--- src/rtl/iq_ddr_pkg.sv ---
`timescale 1ns/1ps
package iq_ddr_pkg;
  localparam int unsigned IqW = 12;
  typedef logic [IqW-1:0] iq_word_t;
  typedef struct packed {
    iq_word_t q;
    iq_word_t i;
  } iq_pair_t;
endpackage

--- src/rtl/iq_fifo.sv ---
`timescale 1ns/1ps
// Show-ahead single-clock FIFO; DEPTH must be a power of two, at least 2.
module iq_fifo #(
  parameter int unsigned W     = 24,
  parameter int unsigned DEPTH = 8
) (
  input  logic         clk_i,
  input  logic         rst_ni,
  input  logic         push_i,
  input  logic [W-1:0] data_i,
  input  logic         pop_i,
  output logic [W-1:0] data_o,
  output logic         empty_o,
  output logic         full_o
);
  localparam int unsigned AW = $clog2(DEPTH);

  logic [W-1:0] mem_q [DEPTH];
  logic [AW:0]  wr_q, rd_q;
  logic         do_push, do_pop;

  assign empty_o = (wr_q == rd_q);
  assign full_o  = (wr_q == {~rd_q[AW], rd_q[AW-1:0]});
  assign do_push = push_i & ~full_o;
  assign do_pop  = pop_i & ~empty_o;
  assign data_o  = mem_q[rd_q[AW-1:0]];

  always_ff @(posedge clk_i or negedge rst_ni) begin
    if (!rst_ni) begin
      wr_q <= '0;
      rd_q <= '0;
    end else begin
      if (do_push) wr_q <= wr_q + 1'b1;
      if (do_pop)  rd_q <= rd_q + 1'b1;
    end
  end

  always_ff @(posedge clk_i) begin
    if (do_push) mem_q[wr_q[AW-1:0]] <= data_i;
  end
endmodule

--- src/rtl/iq_rx_deint.sv ---
`timescale 1ns/1ps
module iq_rx_deint import iq_ddr_pkg::*; (
  input  logic     clk_i,
  input  logic     rst_ni,
  input  logic     en_i,
  input  logic     ramp_i,
  input  iq_word_t ddr_data_i,
  input  logic     ddr_frame_i,
  output logic     push_o,
  output iq_pair_t pair_o
);
  iq_word_t rise_q, fall_q, ramp_q;
  logic     rise_frm_q, fall_frm_q;

  always_ff @(posedge clk_i or negedge rst_ni) begin
    if (!rst_ni) begin
      rise_q     <= '0;
      rise_frm_q <= 1'b0;
    end else begin
      rise_q     <= ddr_data_i;
      rise_frm_q <= ddr_frame_i;
    end
  end

  always_ff @(negedge clk_i or negedge rst_ni) begin
    if (!rst_ni) begin
      fall_q     <= '0;
      fall_frm_q <= 1'b0;
    end else begin
      fall_q     <= ddr_data_i;
      fall_frm_q <= ddr_frame_i;
    end
  end

  always_ff @(posedge clk_i or negedge rst_ni) begin
    if (!rst_ni)              ramp_q <= '0;
    else if (en_i && ramp_i)  ramp_q <= ramp_q + iq_word_t'(1);
  end

  // A pair is valid only with I framed on the rise and Q unframed on the fall.
  assign push_o = en_i & (ramp_i | (rise_frm_q & ~fall_frm_q));

  always_comb begin
    if (ramp_i) begin
      pair_o.q = ramp_q;
      pair_o.i = ramp_q;
    end else begin
      pair_o.q = fall_q;
      pair_o.i = rise_q;
    end
  end
endmodule

--- src/rtl/iq_tx_inter.sv ---
`timescale 1ns/1ps
module iq_tx_inter import iq_ddr_pkg::*; (
  input  logic     clk_i,
  input  logic     rst_ni,
  input  logic     en_i,
  input  logic     empty_i,
  input  iq_pair_t head_i,
  output logic     pop_o,
  output logic     udf_o,
  output iq_word_t ddr_data_o,
  output logic     ddr_frame_o
);
  iq_pair_t cur_q;
  logic     act_q;

  assign pop_o = en_i & ~empty_i;

  always_ff @(posedge clk_i or negedge rst_ni) begin
    if (!rst_ni) begin
      cur_q <= '0;
      act_q <= 1'b0;
      udf_o <= 1'b0;
    end else begin
      cur_q <= pop_o ? head_i : '0;
      act_q <= en_i;
      udf_o <= udf_o | (en_i & empty_i);
    end
  end

  // DDR output: clock level selects the half being driven.
  assign ddr_data_o  = clk_i ? cur_q.i : cur_q.q;
  assign ddr_frame_o = clk_i & act_q;
endmodule

--- src/rtl/iq_ddr_port.sv ---
`timescale 1ns/1ps
module iq_ddr_port import iq_ddr_pkg::*; #(
  parameter int unsigned RX_DEPTH = 8,
  parameter int unsigned TX_DEPTH = 8
) (
  input  logic              clk_i,
  input  logic              rst_ni,
  input  logic              en_i,
  input  logic              ramp_en_i,
  input  logic [IqW-1:0]    rx_ddr_data_i,
  input  logic              rx_ddr_frame_i,
  input  logic              rx_pop_i,
  output logic [2*IqW-1:0]  rx_sample_o,
  output logic              rx_empty_o,
  output logic              rx_ovf_o,
  input  logic              tx_push_i,
  input  logic [2*IqW-1:0]  tx_sample_i,
  output logic              tx_full_o,
  output logic [IqW-1:0]    tx_ddr_data_o,
  output logic              tx_ddr_frame_o,
  output logic              tx_udf_o
);
  localparam int unsigned PairW = 2 * IqW;

  logic     rx_push, rx_full, tx_pop, tx_empty;
  iq_pair_t rx_pair, tx_head;

  iq_rx_deint u_rx (
    .clk_i       (clk_i),
    .rst_ni      (rst_ni),
    .en_i        (en_i),
    .ramp_i      (ramp_en_i),
    .ddr_data_i  (rx_ddr_data_i),
    .ddr_frame_i (rx_ddr_frame_i),
    .push_o      (rx_push),
    .pair_o      (rx_pair)
  );

  iq_fifo #(.W(PairW), .DEPTH(RX_DEPTH)) u_rx_fifo (
    .clk_i   (clk_i),
    .rst_ni  (rst_ni),
    .push_i  (rx_push),
    .data_i  (rx_pair),
    .pop_i   (rx_pop_i),
    .data_o  (rx_sample_o),
    .empty_o (rx_empty_o),
    .full_o  (rx_full)
  );

  always_ff @(posedge clk_i or negedge rst_ni) begin
    if (!rst_ni) rx_ovf_o <= 1'b0;
    else         rx_ovf_o <= rx_ovf_o | (rx_push & rx_full);
  end

  iq_fifo #(.W(PairW), .DEPTH(TX_DEPTH)) u_tx_fifo (
    .clk_i   (clk_i),
    .rst_ni  (rst_ni),
    .push_i  (tx_push_i),
    .data_i  (tx_sample_i),
    .pop_i   (tx_pop),
    .data_o  (tx_head),
    .empty_o (tx_empty),
    .full_o  (tx_full_o)
  );

  iq_tx_inter u_tx (
    .clk_i       (clk_i),
    .rst_ni      (rst_ni),
    .en_i        (en_i),
    .empty_i     (tx_empty),
    .head_i      (tx_head),
    .pop_o       (tx_pop),
    .udf_o       (tx_udf_o),
    .ddr_data_o  (tx_ddr_data_o),
    .ddr_frame_o (tx_ddr_frame_o)
  );
endmodule

--- config.mk ---
export PLATFORM = sky130hd
export DESIGN_NAME = iq_ddr_port
export DESIGN_NICKNAME = d
export VERILOG_FILES = /design/src/rtl/iq_ddr_pkg.sv /design/src/rtl/iq_fifo.sv /design/src/rtl/iq_rx_deint.sv /design/src/rtl/iq_tx_inter.sv /design/src/rtl/iq_ddr_port.sv
export SDC_FILE = /design/constraint.sdc
export NUM_CORES = 1
export LEC_CHECK = 0
export BUFFER_PORTS_ARGS = -buffer_cell sky130_fd_sc_hd__buf_2
export CAP_MARGIN = 0
export CORE_MARGIN = 2
export CORE_UTILIZATION = 60
export DETAILED_ROUTE_END_ITERATION = 8
export GPL_ROUTABILITY_DRIVEN = 0
export PLACE_DENSITY = 0.82
export SYNTH_ARGS = -nofsm -noshare
export SYNTH_HDL_FRONTEND = slang
export SYNTH_HIERARCHICAL = 1
export SYNTH_SLANG_ARGS = --single-unit
--- constraint.sdc ---
create_clock -name clk_i -period 6.6 [get_ports clk_i]
set_clock_uncertainty 0.15 [all_clocks]
set_input_delay 0 -clock clk_i [delete_from_list [all_inputs] [get_ports clk_i]]
set_output_delay 0 -clock clk_i [all_outputs]
set_load 0.01 [all_outputs]
==> summary.md, run 1 <==
| Metric | Value |
|---|---|
| PortBufs | `83` |
| Setup crit start | `u_rx/fall_frm_q$_DFF_NN0_` |
| Die width | `181 um` |
| PD cells | `436 nW/um^2` |
| Most frequent cells in the layout | `384 x edfxtp_1, 82 x buf_2, 78 x mux4_1, 69 x dlygate4sd3_1, 64 x dfrtp_1` |
| Synthesized area | `18700 sq um` |
| Via count | `9479` |
| Synth warn | `6` |
| Sequential share of the synthesized area | `0.723` |
| Post-Layout Inst Area | `21900 sq um` |
| Vias per cell | `6.29` |
| Global-route wire length before repair | `61500 um` |
| Average cell area after synthesis | `21.2 sq um` |
| Leading post-synthesis cells by cell area | `edfxtp_1 62%, mux4_1 11%, dfrtp_1 9.1%` |
| Largest net degree at the start of global routing | `54` |
| Commonest non-fill, non-tap cell in the layout | `edfxtp_1` |
| Ant diodes | `0` |
| Synthesized Nets | `932` |
| Die Y | `181 um` |
| Initial antenna violation count | `0` |
| Area after DPL | `19600 sq um` |
| Post-DP HPWL | `20600 um` |
| DRC Markers | `0` |
| Standard-cell rows | `64` |
| Clock transition at path regs | `0.06 ns` |
| Fillers | `1684` |
| Final wirelength | `40700 um` |
| Req. time, crit path | `6.76 ns` |
| DRT antenna net count | `0` |
| Vias in the first global route | `10.2k` |
| RR Startpoint | `u_rx/fall_frm_q$_DFF_NN0_` |
| Area Overhead vs Synth | `16.9%` |
| Final Core Density | `0.715` |
| LEAKAGE | `8.03 nW` |
| Post-CTS Setup Bufs | `0` |
| Multi-input logic area | `4790 sq um` |
| Hold WC Path Type | `input port to flop` |
| Netlist cell types | `44` |
| Clk Latency, worst-skew pair | `0.68 ns` |
| Final #Nets | `1122` |
| First-pass DRT Iterations | `5` |
| Setup_tns | `0 ns` |
| Gr usage total | `0.254` |
| Slew Limit Headroom | `0.234` |
| Iteration-0 DRC Markers | `916` |
| Final hold vios | `0` |
| Max_cap viols | `0` |
| Mapped Cells | `884` |
| RSZ-0062 raised after global routing | `no` |
| Io pins | `84` |
| Final setup viols | `0` |
| CTS tree | `done` |
| Number of synthesized register bits | `465` |
| WL/cell | `27.0 um` |
| WHS | `0.0138 ns` |
| Grt ovf | `0` |
| Total power | `9.55 mW` |
| Max VDD drop | `0.000445 V` |
| Status | `completed` |
| Worst Path Max Fanout | `24` |
| Slew Viols, Final | `0` |
| Core area | `30700 sq um` |
| Starting Density | `0.611` |
| Synth top area share | `0.615` |
| CP Capture Type | `flop` |
| Storage cell area | `13600 sq um` |
| Critical Path AT | `5.70 ns` |
| Synth area leader | `edfxtp_1` |
| Crit path launch type | `flop` |
| Share of post-route cells with drive strength above 1 | `0.274` |
| Die area | `32700 sq um` |
| Beginning of the worst hold path | `tx_sample_i[15]` |
| Crit path kind | `flop to flop` |
| Tightest Pin Transition | `1.14 ns` |
==> stage by stage <==
step           worst slack (ns)  std cells
3_3_place_gp               1.31       1346
6_report                   1.06       1508
4_1_cts                    1.06       1508
5_1_grt                   0.959       1508
2_1_floorplan             0.107        884
3_5_place_dp               1.21       1346
==> cell families after synthesis <==
kind of cell	synth area share
DFF	0.723
muxes	0.172
and+or+nand+nor	0.0363
buffers and inverters	0.0248
xor gates and xnor gates	0.0196
adders and majority gates	0.00334
AOI/OAI and AO/OA	0.0208
==> Yosys cell counts (all sizes together) <==
cell type / instances
mux4: 96
inv: 32
a21o: 2
and2: 5
o21a: 1
mux2: 65
o41ai: 10
nor3: 8
o311ai: 8
nand2: 23
ha: 5
nand2b: 4
nand4: 6
edfxtp: 384
nor2: 14
or3: 2
and4: 4
nor2b: 4
nor4: 7
and3b: 24
xnor2: 15
xor2: 14
buf: 29
dfrtp: 68
o21ai: 24
dfrtn: 13
clkbuf: 14
nand3: 3
==> layout make-up <==
type,count,area share
well taps,396,0.0226
clock buffers,80,0.0677
inverters,32,0.00548
clock inverters,25,0.00925
multi-input cells,344,0.219
repair buffers,166,0.0574
flip-flops and latches,465,0.619
==> registers in the layout, indices dropped and copies added, names as in the netlist, 12 cells and up <==
signal           count
u_rx/fall_q         12
u_rx/ramp_q         12
u_rx/rise_q         12
u_rx_fifo/mem_q    192
u_tx/cur_q          24
u_tx_fifo/mem_q    192
==> metal layers <==
metal  GRT usage  routed length (um)
met1       0.310               14800
met2       0.436               21500
met3      0.0633                2970
met4       0.104                1380
met5      0.0119                  34
==> worst paths after layout <==
check	endpoint	depth (start not counted)	slack, ns
worst min register to register	u_tx/udf_o$_DFF_PN0_	1	0.35
min in group asynchronous	u_tx/cur_q[1]$_DFF_PN0_	4	0.51
worst min-delay path	u_tx_fifo/mem_q[0][15]$_DFFE_PP_	2	0.01
worst max register to register	u_rx_fifo/mem_q[1][14]$_DFFE_PP_	6	1.06
max in group asynchronous	u_rx/fall_q[10]$_DFF_NN0_	3	2.63
worst max-delay path	u_rx_fifo/mem_q[1][14]$_DFFE_PP_	6	1.06
==> where the power goes <==
part           internal (mW)  switching (mW)  total [mW]  leakage (nW)
Clock                   1.73            1.27        3.00         0.958
Combinational           1.19            1.44        2.63          2.61
Sequential              3.68           0.251        3.93          4.47
Total                   6.59            2.96        9.55          8.03
==> critical path: stages, from the launching register on <==
cell and delay (ns):
dfrtn_1 0.34, nor2b_1 0.11, o21a_1 0.30, nor2b_1 0.27, o41ai_2 0.18, nor2_2 0.15, buf_4 0.37
==> timing repair <==
item                                   4_1_cts  5_1_grt
gates resized for setup                      0        0
hold buffers                                70        0
endpoints found under the hold margin      309        0
Power figures use the tool's default switching activity.
==> inputs of run 2 (changes only) <==
Settings changed: CORE_UTILIZATION 60 to 55, PLACE_DENSITY 0.82 to 0.79.
Clock period 6.6 ns to 4.6 ns, I/O delays scaled along.
==> run 2 against run 1 <==
Compared with the run above: sequential share of layout area shrank 0.66 points; via count decreased by 2.8%; combinational power grew 41%; worst hold slack worse by 0.0027 ns; routed wire length down 5.0%; utilization is 5.4 points lower; clock power rose by 47%; largest cell class unchanged; final area rose by 1.1%.
==> summary.md, run 2 (synthesis gave the netlist of run 1 again) <==
| Metric | Value |
|---|---|
| Status | `completed` |
| Req. time, crit path | `4.80 ns (-1.96 ns)` |
| WL/cell | `24.8 um (-8.1%)` |
| Non-Filler Instances | `1559 (+3.4%)` |
| Dpl ws | `0.345 ns (-0.868 ns)` |
| Standard-cell rows | `67 (+4.7%)` |
| Gr usage total | `0.223 (-0.0308)` |
| RSZ-0062 raised after global routing | `no` |
| DRC Markers | `0 (unchanged)` |
| Post-DP HPWL | `19900 um (-3.0%)` |
| Largest net degree at the start of global routing | `53 (-1.9%)` |
| CP peak stage delay | `0.32 ns (-0.05 ns)` |
| Worst Path Max Fanout | `24 (unchanged)` |
| Critical Path Slowest Stage Cell | `dfrtn_1` |
| Vias per cell | `5.91 (-6.0%)` |
| Iteration-0 DRC Markers | `726 (-21%)` |
| Placed instance count | `1396 (+3.7%)` |
| Ant diodes | `0 (unchanged)` |
| Worst Hold Path Cells | `2 (unchanged)` |
| Reg power frac | `0.409 (-0.002)` |
| Fillers | `2074 (+23%)` |
| CTS tree | `done` |
| Starting Density | `0.559 (-0.0522)` |
| Crit path launch type | `flop` |
| Slew Limit Headroom | `0.264 (+0.0306)` |
| Hold WC Path Type | `input port to flop` |
| Crit path top cell by count | `nor2b_1` |
| Die area | `35600 sq um (+8.9%)` |
| Max_cap viols | `0 (unchanged)` |
| Most frequent cells in the layout | `384 x edfxtp_1, 82 x buf_2, 78 x mux4_1, 72 x dlygate4sd3_1, 64 x dfrtp_1` |
| Post-CTS Setup Bufs | `0 (unchanged)` |
| LEAKAGE | `8.06 nW (+0.42%)` |
| Vias in the first global route | `9908 (-2.5%)` |
| Critical Path AT | `4.50 ns (-1.20 ns)` |
| Final wirelength | `38700 um (-5.0%)` |
| Final #Nets | `1123 (+0.089%)` |
| Clock transition at path regs | `0.06 ns (about the same)` |
| Clk Latency, worst-skew pair | `0.68 ns (about the same)` |
| Crit path cell chain | `nor2b_1, o21a_1, nor2b_1, o41ai_2, nor2_2, buf_12` |
| Area Overhead vs Synth | `18.2%` |
| Max VDD drop | `0.000398 V (-11%)` |
| First-pass DRT Iterations | `7 (+2)` |
| Grt ovf | `0 (unchanged)` |
| Commonest non-fill, non-tap cell in the layout | `edfxtp_1` |
| Initial antenna violation count | `1 (+1)` |
| Switching Share | `0.303 (-0.00736)` |
| Die Y | `189 um (+4.3%)` |
| Die width | `189 um (+4.3%)` |
| Global-route wire length before repair | `58400 um (-5.1%)` |
| Clock Power Share | `0.320 (+0.006)` |
| Crit path kind | `flop to flop` |
| Final WS setup | `0.300 ns (-0.757 ns)` |
| CP Capture Type | `flop` |
| Final setup viols | `0 (unchanged)` |
| PD cells | `620 nW/um^2 (+42%)` |
| Share of post-route cells with drive strength above 1 | `0.266 (-0.00785)` |
| Post_cts resized | `0 (unchanged)` |
| Final hold vios | `0 (unchanged)` |
| Comb pwr share | `0.271 (-0.004)` |
| Io pins | `84 (unchanged)` |
| Slew Viols, Final | `0 (unchanged)` |
| Total power | `13.7 mW (+44%)` |
| Worst r2r path cells | `6 (unchanged)` |
| P_int | `9.59 mW (+45%)` |
| Tightest Pin Transition | `1.09 ns (-0.0454 ns)` |
| Core area | `33500 sq um (+9.3%)` |
| PortBufs | `83 (unchanged)` |
| DRT antenna net count | `0 (unchanged)` |
| Net Switching | `4.16 mW (+40%)` |
| Via count | `9212 (-2.8%)` |
## run 2: cell count changes in the layout (fill, tap and decap cells not counted)
cell	previous run	this run
buf_4	27	17
clkinv_2	12	4
buf_12	1	8
clkbuf_1	10	13
dlygate4sd3_1	69	72
nor3_2	6	3
nor3_4	0	3
bufinv_16	2	4
clkinv_1	7	9
buf_16	0	1
clkinvlp_4	1	0
## run 2: worst paths after layout
| check | start | end | slack [ns] |
|---|---|---|---|
| worst max-delay path | u_rx/fall_frm_q$_DFF_NN0_ | u_rx_fifo/mem_q[1][20]$_DFFE_PP_ | 0.30 |
| worst min-delay path | tx_sample_i[1] | u_tx_fifo/mem_q[3][1]$_DFFE_PP_ | 0.01 |
| worst max register to register | u_rx/fall_frm_q$_DFF_NN0_ | u_rx_fifo/mem_q[1][20]$_DFFE_PP_ | 0.30 |
| worst min register to register | u_rx/ramp_q[11]$_DFFE_PN0P_ | u_rx/ramp_q[11]$_DFFE_PN0P_ | 0.33 |
| max in group asynchronous | rst_ni | u_rx/fall_q[2]$_DFF_NN0_ | 1.70 |
| min in group asynchronous | rst_ni | u_rx/rise_q[0]$_DFF_PN0_ | 0.46 |
## run 2: through the flow
| stage | area, sq um | hold slack [ns] | utilization | TNS (ns) |
|---|---|---|---|---|
| finish | 22200 | 0.0111 | 0.661 | 0 |
| global route | 22200 | 0.0198 | 0.661 | 0 |
| CTS | 22100 | 0.00236 | 0.660 | 0 |
| detailed placement | 19800 | -0.0256 | 0.589 | 0 |
| global placement | 19800 | -0.0254 | 0.589 | 0 |
| floorplan | 18800 | -0.446 | - | -25.39 |
## run 2: layout make-up
class / instances / area (sq um) / share of cell area
clock inverter: 20 / 223 / 0.0101
sequential: 465 / 13600 / 0.612
inverter: 32 / 120 / 0.00542
multi-input combinational: 344 / 4810 / 0.217
tap: 448 / 561 / 0.0253
clock buffer: 83 / 1500 / 0.0675
timing repair buffer: 167 / 1380 / 0.0624
## run 2: what timing repair did
item                                    CTS  global route
endpoints found under the setup margin    0             0
hold endpoints to repair                312             7
hold buffers                             72             1
## run 2: metal layers
layer	GRT usage	up-vias	routed length, um
met2	0.391	379	20600
met1	0.264	4727	14000
met5	0	-	13
met3	0.0538	99	2680
met4	0.0995	2	1520
li1	-	4005	-
## run 2: power groups by stage
stage / Clock, mW / Sequential [mW] / Combinational (mW)
floorplan: 0.246 / 5.52 / 2.89
global route: 4.63 / 5.68 / 3.98
finish: 4.40 / 5.63 / 3.72
detailed placement: 0.256 / 5.69 / 3.65
global placement: 0.256 / 5.65 / 3.56
CTS: 4.43 / 5.62 / 3.75
## run 2: worst max-delay path, delay by kind of cell (launching register included)
kind                   cells  cell delay (ns)
AO/OA/AOI/OAI              2             0.44
buffers and inverters      1             0.22
flip-flops                 1             0.32
AND/OR/NAND/NOR            3             0.52
==> inputs of run 3 (changes only) <==
Settings changed: CORE_ASPECT_RATIO set to 0.75.
==> run 3 against run 2 <==
Compared with the run above: non-clock buffer count unchanged; clock-buffer cell count grew 2; cell count increased by 0.32%; power about the same; sequential power about the same; routed wire length grew 0.12%; sequential cell count unchanged; global-route usage hardly changed; register-to-register slack lost 0.05 ns; sequential share of layout area grew 0.13 points; largest power group unchanged.
==> summary.md, run 3 (synthesis gave the netlist of run 1 again) <==
| Metric | Value |
|---|---|
| DRT antenna net count | `0 (unchanged)` |
| Met1 usage | `0.330 (+0.0663)` |
| Critical Path AT | `4.55 ns (+0.05 ns)` |
| Non-Filler Instances | `1564 (+0.32%)` |
| Placed instance count | `1401 (+0.36%)` |
| Core area | `33500 sq um (about the same)` |
| Area Overhead vs Synth | `17.9%` |
| Final setup viols | `0 (unchanged)` |
| Max VDD drop | `0.000683 V (+72%)` |
| Final #Nets | `1122 (-0.089%)` |
| Post-DP HPWL | `21400 um (+7.3%)` |
| Worst Path Max Fanout | `24 (unchanged)` |
| Fillers | `2119 (+2.2%)` |
| First-pass DRT Iterations | `5 (-2)` |
| Total power | `13.7 mW (about the same)` |
| Global-route wire length before repair | `58200 um (-0.38%)` |
| Most frequent cells in the layout | `384 x edfxtp_1, 82 x buf_2, 78 x mux4_1, 69 x dlygate4sd3_1, 64 x dfrtp_1` |
| Vias per cell | `5.93 (+0.36%)` |
| Initial antenna violation count | `4 (+3)` |
| Starting Density | `0.559 (about the same)` |
| PD cells | `621 nW/um^2 (+0.14%)` |
| CP peak stage delay | `0.33 ns (about the same)` |
| Crit path kind | `flop to flop` |
| LEAKAGE | `8.05 nW (-0.19%)` |
| Clock transition at path regs | `0.06 ns (about the same)` |
| Die Y | `164 um (-13%)` |
| Max_cap viols | `0 (unchanged)` |
| RSZ-0062 raised after global routing | `no` |
| Via count | `9275 (+0.68%)` |
| Grt ovf | `0 (unchanged)` |
| Io pins | `84 (unchanged)` |
| Share of post-route cells with drive strength above 1 | `0.274 (+0.00720)` |
| Die area | `35600 sq um (about the same)` |
| Post-CTS Setup Bufs | `0 (unchanged)` |
| Slew Viols, Final | `0 (unchanged)` |
| Met2 Use GR | `0.340 (-0.0513)` |
| Commonest non-fill, non-tap cell in the layout | `edfxtp_1` |
| Tightest Pin Transition | `1.34 ns (+0.253 ns)` |
| Crit path cell chain | `nor2b_1, o21a_1, nor2b_1, o41ai_2, nor3_4, buf_12` |
| WL/cell | `24.8 um (-0.20%)` |
| Req. time, crit path | `4.80 ns (about the same)` |
| CP Capture Type | `flop` |
| Status | `completed` |
| Die width | `217 um (+15%)` |
| Hold WC Path Type | `input port to flop` |
| Met3 usage | `0.0443 (-0.00957)` |
| CTS tree | `done` |
| Largest net degree at the start of global routing | `53 (unchanged)` |
| Iteration-0 DRC Markers | `997 (+37%)` |
| PortBufs | `83 (unchanged)` |
| DRC Markers | `0 (unchanged)` |
| Grt peak-use layer | `met2` |
| Critical Path Slowest Stage Cell | `dfrtn_1` |
| Clk Latency, worst-skew pair | `0.67 ns (about the same)` |
| Final hold vios | `0 (unchanged)` |
| Crit path top cell by count | `nor2b_1` |
| Crit path launch type | `flop` |
| Gr usage total | `0.223 (-0.000293)` |
| Slew Limit Headroom | `0.0942 (-0.170)` |
| Standard-cell rows | `58 (-13%)` |
| Final wirelength | `38800 um (+0.12%)` |
| Vias in the first global route | `9508 (-4.0%)` |
[run 3: cell type report]
cell class / count / area, sq um / area share
tap: 450 / 563 / 0.0255
timing repair buffer: 167 / 1350 / 0.0612
multi-input combinational: 344 / 4810 / 0.218
inverter: 32 / 120 / 0.00543
sequential: 465 / 13600 / 0.614
clock buffer: 85 / 1490 / 0.0674
clock inverter: 18 / 199 / 0.00900
antenna: 3 / 7.51 / 0.000340
[run 3: path summary, 6_finish.rpt]
path | startpoint | end | slack (ns) | cells after the start
min in group asynchronous | rst_ni | u_rx_fifo/rd_q[1]$_DFFE_PN0P_ | 0.47 | 4
worst max register to register | u_rx/fall_frm_q$_DFF_NN0_ | u_rx_fifo/mem_q[0][22]$_DFFE_PP_ | 0.25 | 6
worst min register to register | u_rx/ramp_q[11]$_DFFE_PN0P_ | u_rx/ramp_q[11]$_DFFE_PN0P_ | 0.33 | 1
max in group asynchronous | rst_ni | u_rx/fall_q[11]$_DFF_NN0_ | 1.64 | 3
worst max-delay path | u_rx/fall_frm_q$_DFF_NN0_ | u_rx_fifo/mem_q[0][22]$_DFFE_PP_ | 0.25 | 6
worst min-delay path | tx_sample_i[12] | u_tx_fifo/mem_q[1][12]$_DFFE_PP_ | 0.02 | 2
[run 3: routing by layer]
layer  routed length [um]  share of wire  up-vias
li1                     -              -     4017
met1                16700           0.43     4807
met2                18300           0.47      373
met3                 2850          0.073       78
met4                  933          0.024        0
met5                    0              0        -
[run 3: through the flow]
step | setup slack (ns) | area [sq um] | util | hold slack [ns] | TNS [ns]
finish | 0.251 | 22100 | 0.659 | 0.0167 | 0
global route | 0.124 | 22100 | 0.659 | 0.0243 | 0
CTS | 0.258 | 22100 | 0.659 | 0.000402 | 0
detailed placement | 0.345 | 19800 | 0.590 | -0.0884 | 0
global placement | 0.380 | 19800 | 0.590 | -0.0847 | 0
floorplan | -0.247 | 18800 | - | -0.446 | -25.39
[run 3: timing repair]
item                                   in CTS  in global routing
gates resized for setup                     0                  0
hold buffers                               70                  0
endpoints found under the hold margin     345                  0
[run 3: power by group]
group	switching, mW	internal, mW	total (mW)
Combinational	2.10	1.73	3.83
Clock	1.76	2.52	4.28
Sequential	0.353	5.27	5.63
Total	4.22	9.52	13.7
[run 3: critical path, delay by kind of cell, from the launching register on]
family	cells	cell delay (ns)
flops	1	0.33
simple gates	3	0.52
buf+inv	1	0.23
compound gates	2	0.47
